==> config.mk <==
export PLATFORM = sky130hd
export DESIGN_NAME = pwmo_top
export DESIGN_NICKNAME = d
export VERILOG_FILES = /design/src/rtl/pwmo_pkg.sv /design/src/rtl/pwmo_cfg_reg.sv /design/src/rtl/pwmo_mode_mux.sv /design/src/rtl/pwmo_deadtime.sv /design/src/rtl/pwmo_pin_drv.sv /design/src/rtl/pwmo_top.sv
export SDC_FILE = /design/constraint.sdc
export NUM_CORES = 1
export LEC_CHECK = 0
export BUFFER_PORTS_ARGS = -buffer_cell sky130_fd_sc_hd__buf_2
export CORE_ASPECT_RATIO = 0.5
export CORE_MARGIN = 1.5
export CORE_UTILIZATION = 48
export DETAILED_ROUTE_END_ITERATION = 8
export GPL_ROUTABILITY_DRIVEN = 0
export GPL_TIMING_DRIVEN = 0
export PLACE_DENSITY = 0.74
export SETUP_SLACK_MARGIN = 0.05
export SLEW_MARGIN = 20
export SYNTH_ARGS = -nofsm -noshare
export SYNTH_HDL_FRONTEND = slang
export SYNTH_SLANG_ARGS = --single-unit
==> constraint.sdc <==
create_clock -name clk -period 1.75 [get_ports clk]
set_input_delay 0.35 -clock clk [delete_from_list [all_inputs] [get_ports clk]]
set_output_delay 0.35 -clock clk [all_outputs]
set_load 0.01 [all_outputs]
==> src/rtl/pwmo_pkg.sv <==
package pwmo_pkg;

  typedef enum logic [1:0] {
    MODE_COMP     = 2'b00,
    MODE_INDEP    = 2'b01,
    MODE_PUSHPULL = 2'b10,
    MODE_RSVD     = 2'b11
  } pwmo_mode_e;

  // Index 1 is the high side / H pin, index 0 the low side / L pin.
  localparam int SIDE_H = 1;
  localparam int SIDE_L = 0;
  localparam int NUM_SIDES = 2;

  typedef struct packed {
    pwmo_mode_e             mode;
    logic                   swap;
    logic                   force_on;
    logic [NUM_SIDES-1:0]   pol;
    logic [NUM_SIDES-1:0]   en;
  } pwmo_cfg_t;

endpackage

==> src/rtl/pwmo_cfg_reg.sv <==
module pwmo_cfg_reg
  import pwmo_pkg::*;
#(
  parameter int DT_W = 8
) (
  input  logic            clk,
  input  logic            rst_n,
  input  logic            gen_on,
  input  logic            lock,
  input  logic            we,
  input  pwmo_cfg_t       wr_cfg,
  input  logic [DT_W-1:0] wr_dead,
  output pwmo_cfg_t       cfg,
  output logic [DT_W-1:0] dead
);

  logic accept;
  assign accept = we && !gen_on && !lock;

  always_ff @(posedge clk) begin
    if (!rst_n) begin
      cfg  <= '0;
      dead <= '0;
    end else if (accept) begin
      cfg  <= wr_cfg;
      dead <= wr_dead;
    end
  end

endmodule

==> src/rtl/pwmo_mode_mux.sv <==
module pwmo_mode_mux
  import pwmo_pkg::*;
(
  input  logic       clk,
  input  logic       rst_n,
  input  pwmo_mode_e mode,
  input  logic       force_on,
  input  logic       period_start,
  input  logic       pwm_a,
  input  logic       pwm_b,
  input  logic       ovr_req,
  input  logic [1:0] ovr_pair,
  output logic [1:0] req_pair
);

  logic phase;

  always_ff @(posedge clk) begin
    if (!rst_n)            phase <= 1'b0;
    else if (period_start) phase <= ~phase;
  end

  always_comb begin
    case (mode)
      MODE_COMP:     req_pair = {pwm_a, ~pwm_a};
      MODE_INDEP:    req_pair = {pwm_a, pwm_b};
      MODE_PUSHPULL: req_pair = {pwm_a & ~phase, pwm_a & phase};
      default:       req_pair = 2'b00;
    endcase
    // A dead-time-respecting override enters ahead of the blanking stage.
    if (ovr_req && !force_on) req_pair = ovr_pair;
  end

endmodule

==> src/rtl/pwmo_deadtime.sv <==
module pwmo_deadtime #(
  parameter int DT_W = 8
) (
  input  logic            clk,
  input  logic            rst_n,
  input  logic            comp_mode,
  input  logic [DT_W-1:0] dead,
  input  logic [1:0]      req_pair,
  output logic [1:0]      dt_pair
);

  logic [1:0]      last;
  logic [DT_W-1:0] cnt;
  logic            chg;

  assign chg = (req_pair != last);

  always_ff @(posedge clk) begin
    if (!rst_n) begin
      last <= 2'b00;
      cnt  <= '0;
    end else begin
      last <= req_pair;
      if (comp_mode && chg) cnt <= dead;
      else if (cnt != '0)   cnt <= cnt - 1'b1;
    end
  end

  // Turn-off passes at once through "last"; turn-on waits for the count.
  assign dt_pair = (comp_mode && cnt != '0) ? 2'b00 : last;

endmodule

==> src/rtl/pwmo_pin_drv.sv <==
module pwmo_pin_drv (
  input  logic clk,
  input  logic rst_n,
  input  logic lvl,
  input  logic pol,
  input  logic en,
  output logic pin,
  output logic oe
);

  always_ff @(posedge clk) begin
    if (!rst_n) pin <= 1'b0;
    else        pin <= en ? (lvl ^ pol) : 1'b0;
  end

  assign oe = en;

endmodule

==> src/rtl/pwmo_top.sv <==
module pwmo_top
  import pwmo_pkg::*;
#(
  parameter int DT_W = 8
) (
  input  logic            clk,
  input  logic            rst_n,
  input  logic            gen_on,
  input  logic            cfg_lock,
  input  logic            cfg_we,
  input  logic [1:0]      cfg_mode,
  input  logic            cfg_swap,
  input  logic            cfg_force_on,
  input  logic            cfg_pol_h,
  input  logic            cfg_pol_l,
  input  logic            cfg_en_h,
  input  logic            cfg_en_l,
  input  logic [DT_W-1:0] cfg_dead,
  input  logic            period_start,
  input  logic            pwm_a,
  input  logic            pwm_b,
  input  logic            ovr_req,
  input  logic            ovr_h,
  input  logic            ovr_l,
  output logic            pwm_h_o,
  output logic            pwm_l_o,
  output logic            pwm_h_oe,
  output logic            pwm_l_oe
);

  pwmo_cfg_t            wr_cfg;
  pwmo_cfg_t            cfg_q;
  logic [DT_W-1:0]      dead_q;
  logic [1:0]           ovr_pair;
  logic [1:0]           req_pair;
  logic [1:0]           dt_pair;
  logic [1:0]           fin_pair;
  logic [NUM_SIDES-1:0] pin_lvl;
  logic [NUM_SIDES-1:0] pin_v;
  logic [NUM_SIDES-1:0] oe_v;

  always_comb begin
    wr_cfg.mode     = pwmo_mode_e'(cfg_mode);
    wr_cfg.swap     = cfg_swap;
    wr_cfg.force_on = cfg_force_on;
    wr_cfg.pol      = {cfg_pol_h, cfg_pol_l};
    wr_cfg.en       = {cfg_en_h, cfg_en_l};
  end

  assign ovr_pair = {ovr_h, ovr_l};

  pwmo_cfg_reg #(.DT_W(DT_W)) u_cfg (
    .clk     (clk),
    .rst_n   (rst_n),
    .gen_on  (gen_on),
    .lock    (cfg_lock),
    .we      (cfg_we),
    .wr_cfg  (wr_cfg),
    .wr_dead (cfg_dead),
    .cfg     (cfg_q),
    .dead    (dead_q)
  );

  pwmo_mode_mux u_mode (
    .clk          (clk),
    .rst_n        (rst_n),
    .mode         (cfg_q.mode),
    .force_on     (cfg_q.force_on),
    .period_start (period_start),
    .pwm_a        (pwm_a),
    .pwm_b        (pwm_b),
    .ovr_req      (ovr_req),
    .ovr_pair     (ovr_pair),
    .req_pair     (req_pair)
  );

  pwmo_deadtime #(.DT_W(DT_W)) u_dt (
    .clk       (clk),
    .rst_n     (rst_n),
    .comp_mode (cfg_q.mode == MODE_COMP),
    .dead      (dead_q),
    .req_pair  (req_pair),
    .dt_pair   (dt_pair)
  );

  // Immediate override lands after the blanking stage.
  assign fin_pair = (ovr_req && cfg_q.force_on) ? ovr_pair : dt_pair;
  assign pin_lvl  = cfg_q.swap ? {fin_pair[SIDE_L], fin_pair[SIDE_H]} : fin_pair;

  for (genvar gi = 0; gi < NUM_SIDES; gi++) begin : g_pin
    pwmo_pin_drv u_drv (
      .clk   (clk),
      .rst_n (rst_n),
      .lvl   (pin_lvl[gi]),
      .pol   (cfg_q.pol[gi]),
      .en    (cfg_q.en[gi]),
      .pin   (pin_v[gi]),
      .oe    (oe_v[gi])
    );
  end

  assign pwm_h_o  = pin_v[SIDE_H];
  assign pwm_l_o  = pin_v[SIDE_L];
  assign pwm_h_oe = oe_v[SIDE_H];
  assign pwm_l_oe = oe_v[SIDE_L];

endmodule

# Yosys cells after proc, flatten, opt, wreduce, memory -nomap -nowiden
# Index checks and enable logic that the tools add are counted.
dict set report word_totals {
  output_inout_bits 4
  elab_cells 42
  regBits 29
  in_bits 27
}
dict set report classes {
  addsub 1
  reduce_logical 14
  muxes 7
  bitwise_logic 6
  n_eq_ne 3
}
# operator n
set op_table {}
lappend op_table {{$mux W8} 2}
lappend op_table {{$mux W2} 4}
lappend op_table {{$reduce_bool A8 Y1} 1}
lappend op_table {{$sub A8 B1 Y8 const B} 1}
lappend op_table {{$logic_and A1 B1 Y1} 6}
lappend op_table {{$pmux W2 S3} 1}
lappend op_table {{$reduce_and A2 Y1} 2}
lappend op_table {{$logic_not A1 Y1} 3}
lappend op_table {{$and A1 B1 Y1} 2}
lappend op_table {{$eq A2 B1 Y1 const B} 1}
lappend op_table {{$eq A2 B2 Y1 const B} 1}
lappend op_table {{$logic_not A2 Y1} 1}
lappend op_table {{$ne A2 B2 Y1} 1}
lappend op_table {{$not A1 Y1} 2}
lappend op_table {{$reduce_bool A2 Y1} 1}
lappend op_table {{$xor A1 B1 Y1} 2}

# Depth between registers and ports, before layout
dict set report logic_depth {
  depth_word 7
  mapped_depth 6
}

# By module
# Synthesis repeated with hierarchy kept, for this count alone.
dict set report unflattened {
  hier_cells 159
  hier_area_um2 1456.4
}
# module area_per_inst_um2 cells_per_inst seq_area_each_um2 n_inst
set by_module_without_submodules {}
lappend by_module_without_submodules {pwmo_cfg_reg 658.1 70 320.3 1}
lappend by_module_without_submodules {pwmo_deadtime 553.0 63 200.2 1}
lappend by_module_without_submodules {pwmo_mode_mux 103.8 14 20.0 1}
lappend by_module_without_submodules {pwmo_pin_drv 42.5 4 20.0 2}
lappend by_module_without_submodules {pwmo_top 56.3 4 0.0 1}

# Worst setup path after synthesis
# Ideal clock, no wire load.
dict set report synth_timing {
  path_kind {register to register}
  start {register u_dt.cnt[2]}
  end {register u_dt.cnt[1]}
  path_stages_with_launch 6
  path_buffers 0
  arrival_time_ns 1.709
  slack_ns -0.083
  required_time_ns 1.626
  setup_time_ns 0.124
  path_cell_list {dfxtp_1 -> nor4_2 -> nand4b_4 -> mux2i_1 -> and4_1 -> a2111o_1}
}
dict set report synth_between {
  elab_chain_len 2
}
# element line
set synth_lines {}
lappend synth_lines {{start: declaration} pwmo_deadtime.sv:13} ;# logic [DT_W-1:0] cnt;
lappend synth_lines {{start signal: assignment} pwmo_deadtime.sv:25} ;# else if (cnt != '0) cnt <= cnt - 1'b1;
lappend synth_lines {{$reduce_bool A8 Y1} pwmo_deadtime.sv:25}
lappend synth_lines {{$reduce_bool A2 Y1 (no line)} -}
# No other way between the ends.
# A chain may end at the register's enable or synchronous reset.

# Worst setup path in the final report
dict set report layout_timing {
  start {register u_cfg.cfg[6] (netlist bit)}
  end {register u_dt.cnt[1]}
}
dict set report layout_between {
  elab_chain_len 6
}
# element line
set layout_lines {}
lappend layout_lines {{start: declaration} pwmo_cfg_reg.sv:13} ;# output pwmo_cfg_t cfg,
lappend layout_lines {{start signal: assignment} pwmo_cfg_reg.sv:25} ;# cfg <= wr_cfg;
lappend layout_lines {{$eq A2 B2 Y1 (tied with other cells)} pwmo_mode_mux.sv:24} ;# case (mode)
lappend layout_lines {{$pmux W2 S3} pwmo_mode_mux.sv:24}
lappend layout_lines {{$mux W2} pwmo_mode_mux.sv:31} ;# if (ovr_req && !force_on) req_pair = ovr_pair;
lappend layout_lines {{$ne A2 B2 Y1} pwmo_deadtime.sv:16} ;# assign chg = (req_pair != last);
lappend layout_lines {{$logic_and A1 B1 Y1 (*)} pwmo_deadtime.sv:24} ;# if (comp_mode && chg) cnt <= dead;
lappend layout_lines {{$mux W8 or $reduce_bool A2 Y1 (tied branches)} -}
# Mark *: on every way between the ends. The rest lies on a longest branch, timed or not.

==> flow_metrics.py <==
metrics = {
    "outcome": {
        "status": "complete, but fails checks",
        "failed_checks": "setup timing",
    },
    "floorplanning": {
        "core_um2": 3000,
        "dieArea_um2": 3520,
        "dieWidth_um": 82.4,
        "initial_core_util_pct": 50.5,
        "die_h_um": 42.7,
        "num_io_pins": 31,
        "fp-row-count": 14,
    },
    "worst_setup_path": {
        "worstSetupEndpointType": "register",
        "critical_path_class": "reg2reg",
        "crit_path_start_kind": "register",
        "cp.arrival_ps": 1920,
        "cp_max_fo": 5,
        "crit_required_ps": 1910,
    },
    "sta": {
        "slew_violations": 0,
        "min_period_ps": 1760,
        "hold_viol_final": 0,
        "fin_hold_ws_ps": 298,
        "totalNegativeSetupSlack_ps": -8.26,
        "final-setup-viol-count": 1,
        "fin_crit_sh_pct": 100,
        "relSlewSlack_pct": 70.2,
        "worst_slack_ps": -8.26,
        "worst_pin_slew_ps": 447,
        "skew_ps": 6.65,
        "max_freq_mhz": 569,
        "rsz0062_at_grt": "true",
    },
    "route": {
        "avgRoutedWirePerCell_um": 12.6,
        "route.detailed.drc": 0,
        "vias_per_cell": 5.37,
        "first_pass_iters": 4,
        "drt-initial-drc-count": 50,
        "vias": 1396,
        "ant_nets": 0,
        "wl_um": 3290,
    },
    "worst_hold_path": {
        "hold_class": "in2reg",
    },
    "yosys": {
        "synth_area_um2": 1510,
        "ys_types": 42,
        "synth_ff_type": "dfxtp_1",
        "synth_async_sr_flop_share_pct": 0,
        "synth_edf_count": 0,
        "syn_avg_cell_area_um2": 8.64,
        "ys_ff_latch": 29,
        "synthTopCellsByArea": "dfxtp_1, nand2_1, a21oi_1",
        "synth_top_area_share_pct": 38.4,
        "yosysWarningCount": 0,
        "ys_seq_area_share_pct": 38.4,
        "synthCells": 175,
        "syn_nets": 204,
        "synth_top_area_cell": "dfxtp_1",
    },
    "layout": {
        "post-route-util_pct": 64.7,
        "antennaDiodeCount": 0,
        "area_delta_synth_final_pct": 28.1,
        "nNetsFinal": 249,
        "drive_gt1_share_pct": 30.5,
    },
    "grt": {
        "grt_use_total_pct": 21.1,
        "grt_max_degree": 11,
        "grt_first_pass_wirelength_um": 5510,
        "antenna_found_initial": 0,
        "globalRouteOverflowTotal": 0,
        "grt_pass1_vias": 1280,
    },
    "clock_tree": {
        "cts_made_buffers": 5,
        "cts_num_sinks": 29,
        "root_buffer": "clkbuf_8",
        "h-tree-depth": 2,
        "clkLatencyLatePin_ps": 280,
        "postCtsHoldBufs": 0,
        "clkTransAtPathRegs_ps": 60,
        "cts_tree": "yes",
        "cts_max_path_buffers": 2,
    },
    "power": {
        "powerDensity_nw_per_um2": 1170,
        "power.total_uw": 2260,
        "leakagePower_uw": 0.000806,
        "peakVddDrop_v": 0.000622,
    },
    "run": {
        "maxCapViolCount": 0,
    },
    "placement": {
        "hpwl_um": 2410,
        "port_buffers": 30,
    },
}
[through the flow]
step	cells	instance area, um^2	worst slack (ps)
final	260	1940	-8.26
after floorplan	175	1520	62.8
after detailed placement	245	1720	-211
after global placement	245	1720	-184
after CTS	256	1900	0.935
after global routing	260	1940	-62.6
[routing by layer]
metal	share of wire, %	track usage, %
met5	0	0
met4	1.5	7.12
met3	3.9	6.45
met2	45	32.7
met1	50	28.1
[critical path: stages, from the launching register on]
cell and delay, ps:
dfxtp_4 350, nand4b_1 250, buf_4 200, o311ai_4 290
a211oi_4 100, and4_1 170, a2111o_1 270
[logic make-up (layout without fill, tap and decap cells)]
logic type,count (synthesis),in the layout,synth area share [%]
multiplexers,8,8,6.95
XOR/XNOR,9,9,5.21
flip-flops,29,29,38.4
buffers and inverters,10,55,2.48
AO/OA/AOI/OAI,39,39,19.4
adder cells (fa/ha/maj),2,2,1.66
AND/OR/NAND/NOR,78,78,25.9
[cells in the final DEF, fill, tap and decap left out, types with 2 or more instances in the layout]
cell and n:
nand2_1 43, buf_2 30, dfxtp_1 24, a21oi_1 19
nor2_1 10, buf_4 8, clkbuf_1 7, mux2i_1 6
nand3_1 6, clkbuf_8 6, inv_1 4, xnor2_1 4
a211oi_1 4, xor2_1 4, and3_1 3, dfxtp_4 3
o21ai_0 2, a31oi_1 2, mux4_2 2, a21boi_1 2
dfxtp_2 2
[final timing paths]
path / depth (start not counted) / endpoint / slack [ps] / from
setup / recovery: 6 / u_dt.cnt[1]$_SDFFE_PN0P_ / -8 / u_cfg.cfg[6]$_SDFFE_PN0P_
hold / removal: 3 / u_cfg.cfg[6]$_SDFFE_PN0P_ / 300 / cfg_mode[0]
setup reg to reg: 6 / u_dt.cnt[1]$_SDFFE_PN0P_ / -8 / u_cfg.cfg[6]$_SDFFE_PN0P_
hold reg to reg: 2 / u_cfg.dead[3]$_SDFFE_PN0P_ / 460 / u_cfg.dead[3]$_SDFFE_PN0P_
[sequential cells by signal, summed over array words and instances (netlist names)]
| signal | flops |
|---|---|
| u_cfg.cfg | 8 |
| u_cfg.dead | 8 |
| u_dt.cnt | 8 |
| g_pin.u_drv.pin | 2 |
| u_dt.last | 2 |
| u_mode.phase | 1 |
[power breakdown]
part	leakage, uW	internal [uW]	total [uW]	switching (uW)
combinational	0.000522	462	897	435
clock	0.0000443	311	554	243
sequential	0.000240	730	812	82.2
total	0.000806	1500	2260	760
[synthesized netlist by cell type, types with 2 or more instances]
cell type	n
a21oi_1	19
a211oi_1	4
ha_1	2
clkbuf_1	6
o21ai_0	2
a21boi_1	2
and3_1	4
nand3_1	6
mux4_2	2
dfxtp_1	29
inv_1	4
xor2_1	5
a31oi_1	2
nand2_1	43
xnor2_1	4
nor2_1	10
mux2i_1	6
[cell type report]
cell class / instances / area [um^2]
Buffer: 6 / 22.5
Clock buffer: 7 / 86.3
Fill cell: 263 / 1060
Inverter: 4 / 15.0
Multi-Input combinational cell: 136 / 958
Sequential cell: 29 / 594
Tap cell: 40 / 50.0
Timing Repair Buffer: 38 / 210
[timing repair]
action                     CTS  global route
pin swaps                    5             7
hold endpoints to repair     0             0
buffers inserted             4             4
setup endpoints to repair    7             7
resized for setup           13             3
Note: power is estimated with default switching activity, not from simulation.
